<file path="src/rtl/eqReqPkg.sv">
package eqReqPkg;
  typedef struct packed {
    logic capture;
    logic commit;
  } eqStrobes_t;

  localparam int RATIO_DEN   = 120;
  localparam int LAST_PRESET = 10;

  // pre-cursor share of FS, in 1/120 units
  function automatic int preNum(input int p);
    case (p)
      5, 7:    return 12;
      6, 8:    return 15;
      9:       return 20;
      default: return 0;
    endcase
  endfunction

  // post-cursor share of FS, in 1/120 units
  function automatic int postNum(input int p);
    case (p)
      0:       return 30;
      1:       return 20;
      2, 7:    return 24;
      3, 8:    return 15;
      default: return 0;
    endcase
  endfunction
endpackage

</file>
<file path="src/rtl/eqReqCtrl.sv">
module eqReqCtrl
  import eqReqPkg::*;
(
  input  logic       clk,
  input  logic       rstN,
  input  logic       reqValid,
  output eqStrobes_t strobes
);
  logic pendReg;

  always_ff @(posedge clk) begin
    if (!rstN) pendReg <= 1'b0;
    else       pendReg <= reqValid;
  end

  always_comb begin
    strobes.capture = reqValid;
    strobes.commit  = pendReg;
  end
endmodule

</file>
<file path="src/rtl/eqPresetMap.sv">
module eqPresetMap
  import eqReqPkg::*;
#(
  parameter int COEF_W   = 6,
  parameter int PRESET_W = 4
) (
  input  logic [PRESET_W-1:0] preset,
  input  logic [COEF_W-1:0]   fs,
  input  logic [COEF_W-1:0]   lf,
  output logic [COEF_W-1:0]   mapPre,
  output logic [COEF_W-1:0]   mapCur,
  output logic [COEF_W-1:0]   mapPost,
  output logic                known
);
  localparam int PROD_W = COEF_W + 7;

  logic [PROD_W-1:0] prodPre, prodPost, divPre, divPost;

  always_comb begin
    prodPre  = PROD_W'(fs) * PROD_W'(preNum(int'(preset)))  + PROD_W'(RATIO_DEN / 2);
    prodPost = PROD_W'(fs) * PROD_W'(postNum(int'(preset))) + PROD_W'(RATIO_DEN / 2);
    divPre   = prodPre  / PROD_W'(RATIO_DEN);
    divPost  = prodPost / PROD_W'(RATIO_DEN);
    known    = int'(preset) <= LAST_PRESET;
    if (int'(preset) == LAST_PRESET) begin
      mapPre  = '0;
      mapPost = (fs >= lf) ? ((fs - lf) >> 1) : '0;
    end else begin
      mapPre  = divPre[COEF_W-1:0];
      mapPost = divPost[COEF_W-1:0];
    end
    mapCur = fs - mapPre - mapPost;
  end
endmodule

</file>
<file path="src/rtl/eqReqDatapath.sv">
module eqReqDatapath
  import eqReqPkg::*;
#(
  parameter int COEF_W   = 6,
  parameter int PRESET_W = 4,
  parameter int INIT_CUR = 48
) (
  input  logic                clk,
  input  logic                rstN,
  input  eqStrobes_t          strobes,
  input  logic                reqUsePreset,
  input  logic [PRESET_W-1:0] reqPreset,
  input  logic [COEF_W-1:0]   reqPre,
  input  logic [COEF_W-1:0]   reqCur,
  input  logic [COEF_W-1:0]   reqPost,
  input  logic [COEF_W-1:0]   localFs,
  input  logic [COEF_W-1:0]   localLf,
  output logic [COEF_W-1:0]   appliedPre,
  output logic [COEF_W-1:0]   appliedCur,
  output logic [COEF_W-1:0]   appliedPost,
  output logic                replyUsePreset,
  output logic [PRESET_W-1:0] replyPreset,
  output logic [COEF_W-1:0]   replyPre,
  output logic [COEF_W-1:0]   replyCur,
  output logic [COEF_W-1:0]   replyPost,
  output logic                replyReject
);
  localparam int SUM_W = COEF_W + 3;

  logic                heldUse;
  logic [PRESET_W-1:0] heldPreset;
  logic [COEF_W-1:0]   heldPre, heldCur, heldPost;
  logic [COEF_W-1:0]   mapPre, mapCur, mapPost;
  logic                mapKnown;
  logic [COEF_W-1:0]   candPre, candCur, candPost;
  logic [SUM_W-1:0]    sumAll, lowSide;
  logic                badSum, badLf, badShoot, illegal;

  always_ff @(posedge clk) begin
    if (!rstN) begin
      heldUse    <= 1'b0;
      heldPreset <= '0;
      heldPre    <= '0;
      heldCur    <= '0;
      heldPost   <= '0;
    end else if (strobes.capture) begin
      heldUse    <= reqUsePreset;
      heldPreset <= reqPreset;
      heldPre    <= reqPre;
      heldCur    <= reqCur;
      heldPost   <= reqPost;
    end
  end

  eqPresetMap #(.COEF_W(COEF_W), .PRESET_W(PRESET_W)) u_map (
    .preset (heldPreset),
    .fs     (localFs),
    .lf     (localLf),
    .mapPre (mapPre),
    .mapCur (mapCur),
    .mapPost(mapPost),
    .known  (mapKnown)
  );

  always_comb begin
    candPre  = heldUse ? mapPre  : heldPre;
    candCur  = heldUse ? mapCur  : heldCur;
    candPost = heldUse ? mapPost : heldPost;
    sumAll   = SUM_W'(candPre) + SUM_W'(candCur) + SUM_W'(candPost);
    lowSide  = SUM_W'(candPre) + SUM_W'(candPost) + SUM_W'(localLf);
    badSum   = sumAll != SUM_W'(localFs);
    badLf    = SUM_W'(candCur) < lowSide;
    badShoot = (SUM_W'(candPre) << 2) > SUM_W'(localFs);
    illegal  = (heldUse && !mapKnown) || badSum || badLf || badShoot;
  end

  always_ff @(posedge clk) begin
    if (!rstN) begin
      appliedPre     <= '0;
      appliedCur     <= COEF_W'(INIT_CUR);
      appliedPost    <= '0;
      replyUsePreset <= 1'b0;
      replyPreset    <= '0;
      replyPre       <= '0;
      replyCur       <= '0;
      replyPost      <= '0;
      replyReject    <= 1'b0;
    end else if (strobes.commit) begin
      if (!illegal) begin
        appliedPre  <= candPre;
        appliedCur  <= candCur;
        appliedPost <= candPost;
      end
      replyUsePreset <= heldUse;
      replyPreset    <= heldPreset;
      replyPre       <= heldPre;
      replyCur       <= heldCur;
      replyPost      <= heldPost;
      replyReject    <= illegal;
    end
  end
endmodule

</file>
<file path="src/rtl/eqReqCheck.sv">
module eqReqCheck
  import eqReqPkg::*;
#(
  parameter int COEF_W   = 6,
  parameter int PRESET_W = 4,
  parameter int INIT_CUR = 48
) (
  input  logic                clk,
  input  logic                rstN,
  input  logic                reqValid,
  input  logic                reqUsePreset,
  input  logic [PRESET_W-1:0] reqPreset,
  input  logic [COEF_W-1:0]   reqPre,
  input  logic [COEF_W-1:0]   reqCur,
  input  logic [COEF_W-1:0]   reqPost,
  input  logic [COEF_W-1:0]   localFs,
  input  logic [COEF_W-1:0]   localLf,
  output logic [COEF_W-1:0]   appliedPre,
  output logic [COEF_W-1:0]   appliedCur,
  output logic [COEF_W-1:0]   appliedPost,
  output logic                replyUsePreset,
  output logic [PRESET_W-1:0] replyPreset,
  output logic [COEF_W-1:0]   replyPre,
  output logic [COEF_W-1:0]   replyCur,
  output logic [COEF_W-1:0]   replyPost,
  output logic                replyReject
);
  eqStrobes_t strobes;

  eqReqCtrl u_ctrl (
    .clk     (clk),
    .rstN    (rstN),
    .reqValid(reqValid),
    .strobes (strobes)
  );

  eqReqDatapath #(.COEF_W(COEF_W), .PRESET_W(PRESET_W), .INIT_CUR(INIT_CUR)) u_dp (
    .clk           (clk),
    .rstN          (rstN),
    .strobes       (strobes),
    .reqUsePreset  (reqUsePreset),
    .reqPreset     (reqPreset),
    .reqPre        (reqPre),
    .reqCur        (reqCur),
    .reqPost       (reqPost),
    .localFs       (localFs),
    .localLf       (localLf),
    .appliedPre    (appliedPre),
    .appliedCur    (appliedCur),
    .appliedPost   (appliedPost),
    .replyUsePreset(replyUsePreset),
    .replyPreset   (replyPreset),
    .replyPre      (replyPre),
    .replyCur      (replyCur),
    .replyPost     (replyPost),
    .replyReject   (replyReject)
  );
endmodule

</file>
<file path="config.mk">
export PLATFORM = sky130hd
export DESIGN_NAME = eqReqCheck
export DESIGN_NICKNAME = d
export VERILOG_FILES = /design/src/rtl/eqReqPkg.sv /design/src/rtl/eqReqCtrl.sv /design/src/rtl/eqPresetMap.sv /design/src/rtl/eqReqDatapath.sv /design/src/rtl/eqReqCheck.sv
export SDC_FILE = /design/constraint.sdc
export NUM_CORES = 1
export LEC_CHECK = 0
export ABC_AREA = 1
export BUFFER_PORTS_ARGS = -buffer_cell sky130_fd_sc_hd__buf_2
export CORE_MARGIN = 5
export CORE_UTILIZATION = 60
export CTS_CLUSTER_DIAMETER = 150
export DETAILED_ROUTE_END_ITERATION = 10
export PLACE_DENSITY = 0.87
export SLEW_MARGIN = 20
export SYNTH_ARGS = -nofsm -noshare
export SYNTH_HDL_FRONTEND = slang
export SYNTH_SLANG_ARGS = --single-unit
</file>
<file path="constraint.sdc">
create_clock -name clk -period 24.9 [get_ports clk]
set_input_delay 0 -clock clk [delete_from_list [all_inputs] [get_ports clk]]
set_output_delay 0 -clock clk [all_outputs]
set_load 0.01 [all_outputs]
</file>
# Word-level counts from Yosys, hierarchy flattened
# Cells that the tools add are included.
[word_totals]
reg_bits = 66
latch_bits = 0
ram_bits = 0
rom_bits = 0
inputBits = 38
out_inout_bits = 42
wordCells = 62
memories = 0
[classes]
addsub = 9
multipliers = 2
div_mod_pow = 2
order_cmp = 4
eq_ne = 10
n_shift = 0
n_mux = 8
n_bitwise = 1
reduce_logical = 11
[op_table]
columns = ["cell", "count"]
rows = [
  ["2-to-1 mux 6 bit", 5],
  ["adder 13 x 6 -> 13 bit, second input constant", 2],
  ["divider 13 x 7 -> 13 bit, second input constant", 2],
  ["case mux 5 bit (4 select lines)", 1],
  ["adder 9 x 6 -> 9 bit", 2],
  ["subtractor 6 bit", 3],
  ["case mux 5 bit (3 select lines)", 1],
  ["adder 6 x 6 -> 7 bit", 2],
  ["multiplier 6 x 13 -> 13 bit", 1],
  ["equality test 4 x 3 -> 1 bit, second input constant", 3],
  ["equality test 4 bit, second input constant", 3],
  ["multiplier 6 x 5 -> 11 bit", 1],
  ["less-than comparator 6 x 9 -> 1 bit", 1],
  ["!= test 9 x 6 -> 1 bit", 1],
  ["equality test 4 x 2 -> 1 bit, second input constant", 2],
  ["> comparator 8 x 6 -> 1 bit", 1],
  ["OR reduction 2 bit", 4],
  [">= comparator 6 bit", 1],
  ["2-to-1 mux 5 bit", 1],
  ["equality test 4 x 1 -> 1 bit, second input constant", 1],
  ["<= comparator 4 bit, second input constant", 1],
  ["logical NOT 4 bit", 1],
  ["logical OR 1 bit", 3],
  ["AND reduction 2 bit", 1],
  ["3 further kinds", 3],
]

# Longest topological paths before layout
[depth]
word_depth = 18
mapped_depth = 74
depth_no_buf = 73

# Modules after synthesis
# Synthesis repeated with hierarchy kept, for this count alone.
[unflattened]
cells_unflattened = 1144
area_unflattened_um2 = 7601.0
[modules_own_cells]
columns = ["mod", "n_inst", "cells_each", "area_each_um2", "seq_area_each_um2"]
rows = [
  ["eqPresetMap", 1, 608, 3834.9, 0.0],
  ["eqReqDatapath", 1, 531, 3723.6, 1301.2],
  ["eqReqCtrl", 1, 5, 42.5, 20.0],
]

# Worst setup path after synthesis
# No wires, ideal clock.
[synth_path]
kind = "flip-flop to flip-flop"
startpoint = "register u_dp.heldPreset[3]"
endpoint = "register u_dp.appliedPre[2]"
setup_ns = 0.114
t_arrival_ns = 9.757
t_required_ns = 24.786
slack_ns = 15.029
path_stages_with_launch = 65
path_buffers = 1
period_less_slack_ns = 9.871
cell_sequence = "dfxtp_1 > inv_1 > nor2_1 > inv_1 > nor3_1 > a21oi_1 > inv_1 > nor3_1 > nor2_1 > fa_1 > inv_1 > fa_1 > fa_1 > inv_1 > ha_1 > a21oi_1 > nand2_1 > nand2_1 > [29 not listed] > nor2_1 > fa_1 > o21ai_0 > inv_1 > fa_1 > inv_1 > fa_1 > a21oi_1 > o21bai_1 > xnor2_1 > nor2_1 > nor4_1 > nand4_1 > nor4_1 > nand3_2 > buf_2 > nand3_1 > nand2_1"
[synth_between]
elab_chain_len = 18
elab_cells_between_ends = 44
classes_between = "8 x add/sub; 2 x mul; 2 x div; 3 x order compare; 10 x eq/ne; 7 x mux; 1 x bitwise; 11 x reduce/logical"
[synth_lines]
columns = ["element", "line", "rtl"]
rows = [
  ["start, declared", "eqReqDatapath.sv:31", "logic [PRESET_W-1:0] heldPreset;"],
  ["start signal, assigned", "eqReqDatapath.sv:48", "heldPreset <= reqPreset;"],
  ["equality test 4 bit, or another cell as far along", "eqReqPkg.sv:12, eqReqPkg.sv:22", ""],
  ["OR reduction 2 bit", "eqReqPkg.sv:12", "case (p)"],
  ["case mux 5 bit (3 select lines)", "eqReqPkg.sv:12", ""],
  ["multiplier 6 x 5 -> 11 bit", "eqPresetMap.sv:20", "prodPre = PROD_W'(fs) * PROD_W'(preNum(int'(preset))) + PROD_W'(RATIO_DEN / 2);"],
  ["adder 13 x 6 -> 13 bit", "eqPresetMap.sv:20", ""],
  ["divider 13 x 7 -> 13 bit", "eqPresetMap.sv:22", "divPre = prodPre / PROD_W'(RATIO_DEN);"],
  ["2-to-1 mux 6 bit", "eqPresetMap.sv:25", "if (int'(preset) == LAST_PRESET) begin"],
  ["subtractor 6 bit", "eqPresetMap.sv:32", "mapCur = fs - mapPre - mapPost;"],
  ["[2 not listed]", "n/a", ""],
  ["via u_dp.candCur[1]", "eqReqDatapath.sv:35", "logic [COEF_W-1:0] candPre, candCur, candPost;"],
  ["adder 6 x 6 -> 7 bit", "eqReqDatapath.sv:69", "sumAll = SUM_W'(candPre) + SUM_W'(candCur) + SUM_W'(candPost);"],
  ["adder 9 x 6 -> 9 bit", "eqReqDatapath.sv:69", ""],
  ["!= test 9 x 6 -> 1 bit", "eqReqDatapath.sv:71", "badSum = sumAll != SUM_W'(localFs);"],
  ["logical OR 1 bit", "eqReqDatapath.sv:74", "illegal = (heldUse && !mapKnown) || badSum || badLf || badShoot;"],
  ["logical OR 1 bit * (2 in series)", "eqReqDatapath.sv:74", ""],
  ["NOT 1 bit (no line) *", "n/a", ""],
  ["AND reduction 2 bit (no line) *", "n/a", ""],
  ["end signal, assigned", "eqReqDatapath.sv:90", "appliedPre <= candPre;"],
  ["end, declared", "eqReqDatapath.sv:18", "output logic [COEF_W-1:0] appliedPre,"],
]
# The timed path passes the listed nets; every way through them passes the cells marked *.
# A chain may end at the register's enable or synchronous reset.

# Worst setup path in the final report
[layout_path]
startpoint = "register u_dp.heldPreset[3]"
endpoint = "register u_dp.appliedCur[5]"
[layout_between]
elab_chain_len = 18
elab_cells_between_ends = 44
classes_between = "8 x add/sub; 2 x mul; 2 x div; 3 x order compare; 10 x eq/ne; 7 x mux; 1 x bitwise; 11 x reduce/logical"
[layout_lines]
columns = ["element", "line", "rtl"]
rows = [
  ["equality test 4 bit, or another cell as far along", "eqReqPkg.sv:12, eqReqPkg.sv:22", ""],
  ["OR reduction 2 bit", "eqReqPkg.sv:12", ""],
  ["case mux 5 bit (3 select lines)", "eqReqPkg.sv:12", ""],
  ["multiplier 6 x 5 -> 11 bit", "eqPresetMap.sv:20", ""],
  ["adder 13 x 6 -> 13 bit", "eqPresetMap.sv:20", ""],
  ["divider 13 x 7 -> 13 bit", "eqPresetMap.sv:22", ""],
  ["2-to-1 mux 6 bit", "eqPresetMap.sv:25", ""],
  ["subtractor 6 bit", "eqPresetMap.sv:32", ""],
  ["[2 not listed]", "n/a", ""],
  ["via u_dp.candCur[1]", "eqReqDatapath.sv:35", ""],
  ["adder 6 x 6 -> 7 bit", "eqReqDatapath.sv:69", ""],
  ["adder 9 x 6 -> 9 bit", "eqReqDatapath.sv:69", ""],
  ["!= test 9 x 6 -> 1 bit", "eqReqDatapath.sv:71", ""],
  ["logical OR 1 bit", "eqReqDatapath.sv:74", ""],
  ["logical OR 1 bit * (2 in series)", "eqReqDatapath.sv:74", ""],
  ["NOT 1 bit (no line) *", "n/a", ""],
  ["AND reduction 2 bit (no line) *", "n/a", ""],
  ["end signal, assigned", "eqReqDatapath.sv:80", "appliedCur <= COEF_W'(INIT_CUR);"],
  ["end signal, assigned", "eqReqDatapath.sv:91", "appliedCur <= candCur;"],
  ["end, declared", "eqReqDatapath.sv:19", "output logic [COEF_W-1:0] appliedCur,"],
]
# Marks and branches as above.

==> flow_metrics.py <==
metrics = {
    "critical_path": {
        "timing.reg2reg.setup_slack_ns": 13.40,
        "r2r-end": "u_dp.appliedCur[5]$_SDFFE_PN1P_",
        "critPathSlowestCell": "sky130_fd_sc_hd__fa_1",
        "crit_path_max_fanout": 15,
        "worst_setup_path_end_kind": "flop",
        "worstRegToRegCells": 65,
        "worst_setup_path_start_kind": "flop",
        "critical-path-top-cell-by-count": "sky130_fd_sc_hd__nand2_1",
        "max_stage_delay_on_crit_path_ns": 0.57,
        "critPathArrivalTime_ns": 11.76,
        "worst-setup-path-type": "flop to flop",
        "critical_path.reg2reg.startpoint": "u_dp.heldPreset[3]$_SDFFE_PN0P_",
        "critPathRequiredTime_ns": 25.16,
    },
    "floorplan": {
        "ioPinCount": 80,
        "initial_core_util_pct": 61.5,
        "fp.dieArea_sq_um": 14700,
        "rows": 40,
        "die_width_um": 121,
        "fp.coreArea_sq_um": 12100,
        "die_y_um": 121,
    },
    "clock_tree": {
        "tritoncts_buffer_count": 9,
        "ctsResizeCount": 0,
        "cts.clk_slew.worst_paths_ns": 0.06,
        "clk_latency_ns": 0.33,
        "cts.root.buffer_cell": "sky130_fd_sc_hd__clkbuf_16",
        "h-tree-depth": 3,
        "post_cts_hold_buffer_count": 21,
        "clkSinkCount": 66,
        "clock_path_buffers": 2,
        "cts_tree": "built",
        "postCtsSetupRepairBufs": 0,
    },
    "place": {
        "post_dp_cell_area_sq_um": 7920,
        "gp_congestion": 0.970,
        "portBuffers": 79,
        "dp.final_hpwl_um": 14800,
    },
    "synth": {
        "synth-seq-cells": 66,
        "synth.mux.area_fraction_pct": 0,
        "synth-compound-area-share_pct": 12.0,
        "synth-main-ff-cell": "sky130_fd_sc_hd__dfxtp_1",
        "synth_top_family_by_area": "simple AND/OR/NAND/NOR gates",
        "synth-simple-area-share_pct": 29.5,
        "synth_area_sq_um": 7420,
        "synth_sequential_area_ratio_pct": 17.8,
        "fraction_of_the_mapped_netlist_area_in_adder_cells_pct": 24.7,
        "syn_area_per_cell_sq_um": 6.53,
        "synth.lib_cells_used.distinct": 40,
        "synth.net_count": 1298,
        "ys_warn_count": 0,
        "number_of_flops_mapped_to_enable_cells_by_yosys": 0,
        "number_of_instances_in_the_synthesized_netlist": 1136,
        "async_reset_ff_share_pct": 0,
        "synthXorXnorAreaFrac_pct": 4.60,
    },
    "timing": {
        "hold-worst-slack_ns": 0.0156,
        "max_clock_freq_mhz": 87.0,
        "timing.final.crit_period_ns": 11.50,
        "final_skew_ns": 0.0117,
        "tightestPinTransition_ns": 1.01,
        "slew_viol_final": 0,
        "final-setup-viol-count": 0,
        "grt_setup_unrepaired": "false",
        "final.period_utilization_pct": 46.2,
        "final-hold-violation-count": 0,
        "slew_headroom_pct": 32.9,
        "fin_setup_tns_ns": 0,
    },
    "run": {
        "max_cap_viol_count": 0,
    },
    "drt": {
        "drt-pass1-iter-count": 7,
        "post-route-drc-count": 0,
        "drt_first_iter_violations": 663,
        "antenna_violating_nets_post_route": 0,
        "detail_routed_net_length_per_standard_cell_um": 14.0,
        "route.detailed.vias_per_inst": 5.46,
        "drt_wl_total_um": 19500,
        "routed-via-count": 7612,
    },
    "final_layout": {
        "mostFrequentLayoutCells": "257 x sky130_fd_sc_hd__nand2_1, 191 x sky130_fd_sc_hd__inv_1, 153 x sky130_fd_sc_hd__nor2_1",
        "layout_cell_share_with_drive_strength_beyond_1_pct": 10.2,
        "nets": 1383,
        "finalInstanceArea_sq_um": 8450,
        "mostFrequentLayoutCell": "sky130_fd_sc_hd__nand2_1",
        "area_growth_from_synthesis_to_layout_pct": 13.9,
        "n_antenna_cell": 0,
    },
    "global_route": {
        "gr-total-overflow": 0,
        "gr_util_all_layers_pct": 27.0,
        "antenna_found_initial": 0,
        "grt_start_max_net_pins": 64,
        "first_pass_grt_wire_length_um": 32600,
        "first_global_vias": 7168,
    },
    "hold_path": {
        "hp-class": "input port to flop",
        "worst_hold_path.num_cells": 3,
        "min_to": "u_dp.heldUse$_SDFFE_PN0P_",
        "hold_path_startpoint": "reqUsePreset",
    },
    "status": {
        "status": "complete, no violations",
    },
    "pwr": {
        "total_leakage_power_nw": 4.74,
        "ir_worst_vdd_mv": 0.103,
        "power_density_nw_per_um2": 135,
    },
}
logic make-up (layout without fill, tap and decap cells):
logic type / after synthesis / in the layout
simple gates: 521 / 521
buf+inv: 224 / 314
compound gates: 162 / 162
fa+ha+maj: 124 / 124
flops: 66 / 66
xor+xnor: 39 / 39
power by group:
| part | internal (mW) | switching [mW] | leakage [nW] | total [mW] |
|---|---|---|---|---|
| clock network | 0.0879 | 0.0502 | 0.145 | 0.138 |
| logic | 0.325 | 0.558 | 4.05 | 0.883 |
| registers | 0.111 | 0.00499 | 0.542 | 0.116 |
| total | 0.524 | 0.613 | 4.74 | 1.14 |
flip-flops by register name, indices dropped and copies added, names as in the netlist:
| register | count |
|---|---|
| u_dp.heldUse | 1 |
| u_dp.heldPre | 6 |
| u_dp.heldCur | 6 |
| u_dp.replyUsePreset | 1 |
| u_dp.replyPreset | 4 |
| u_dp.appliedCur | 6 |
| u_dp.heldPreset | 4 |
| u_ctrl.pendReg | 1 |
| u_dp.appliedPre | 6 |
| u_dp.replyReject | 1 |
| u_dp.replyCur | 6 |
| u_dp.appliedPost | 6 |
| u_dp.replyPre | 6 |
| u_dp.replyPost | 6 |
| u_dp.heldPost | 6 |
per-stage QoR:
| stage | power (mW) | std cells | utilization [%] | setup slack, ns |
|---|---|---|---|---|
| finish | 1.14 | 1394 | 70.1 | 13.40 |
| floorplan | 0.796 | 1136 | - | 15.03 |
| global placement | 0.941 | 1357 | 65.7 | 13.93 |
| global route | 1.27 | 1394 | 70.1 | 12.24 |
| CTS | 1.12 | 1394 | 70.1 | 13.49 |
| detailed placement | 0.966 | 1357 | 65.7 | 13.69 |
area by class of cell:
type / instances / area, sq um
multi-input cells: 846 / 5250
fillers: 985 / 3610
flip-flops and latches: 66 / 1320
inverters: 197 / 739
repair buffers: 101 / 613
clock buffers: 10 / 229
well taps: 168 / 210
clock inverters: 6 / 91.3
critical path, delay by kind of cell (launching register included):
kind / cells / cell delay [ns]
XOR/XNOR: 1 / 0.24
AO/OA/AOI/OAI: 6 / 1.37
flip-flops: 1 / 0.32
adder cells (fa/ha/maj): 9 / 4.02
AND/OR/NAND/NOR: 40 / 4.65
buffers and inverters: 9 / 0.80
layer usage:
layer  up-vias  track usage (%)  share of wire, %
met4         0             8.61               3.0
met5         -                0                 0
met2       365             43.2                45
met1      3421             36.6                43
met3        67             5.31               9.3
li1       3759                -                 -
synth_stat cells (13+ instances only):
master / count / area [sq um]
sky130_fd_sc_hd__dfxtp_1: 66 / 1320
sky130_fd_sc_hd__nor2_1: 153 / 574
sky130_fd_sc_hd__inv_1: 191 / 717
sky130_fd_sc_hd__nand3_1: 56 / 280
sky130_fd_sc_hd__xnor2_1: 13 / 114
sky130_fd_sc_hd__a21oi_1: 61 / 305
sky130_fd_sc_hd__fa_1: 37 / 741
sky130_fd_sc_hd__nand4_1: 16 / 100
sky130_fd_sc_hd__xor2_1: 26 / 228
sky130_fd_sc_hd__o21ai_0: 68 / 340
sky130_fd_sc_hd__ha_1: 87 / 1090
sky130_fd_sc_hd__nand2_1: 257 / 965
sky130_fd_sc_hd__clkbuf_1: 25 / 93.8
worst max-delay path by stage:
stage	endpoint	from	slack, ns	cells after the start
floorplan	u_dp.appliedPre[2]$_SDFFE_PN0P_	u_dp.heldPreset[3]$_SDFFE_PN0P_	15.03	64
global placement	u_dp.appliedCur[4]$_SDFFE_PN1P_	u_dp.heldPreset[1]$_SDFFE_PN0P_	13.93	63
detailed placement	u_dp.appliedCur[5]$_SDFFE_PN1P_	u_dp.heldPreset[3]$_SDFFE_PN0P_	13.69	65
CTS	u_dp.appliedCur[5]$_SDFFE_PN1P_	u_dp.heldPreset[3]$_SDFFE_PN0P_	13.49	65
global route	u_dp.appliedCur[4]$_SDFFE_PN1P_	u_dp.heldPreset[3]$_SDFFE_PN0P_	12.24	58
finish	u_dp.appliedCur[5]$_SDFFE_PN1P_	u_dp.heldPreset[3]$_SDFFE_PN0P_	13.40	65
(Power assumes the default switching activity.)
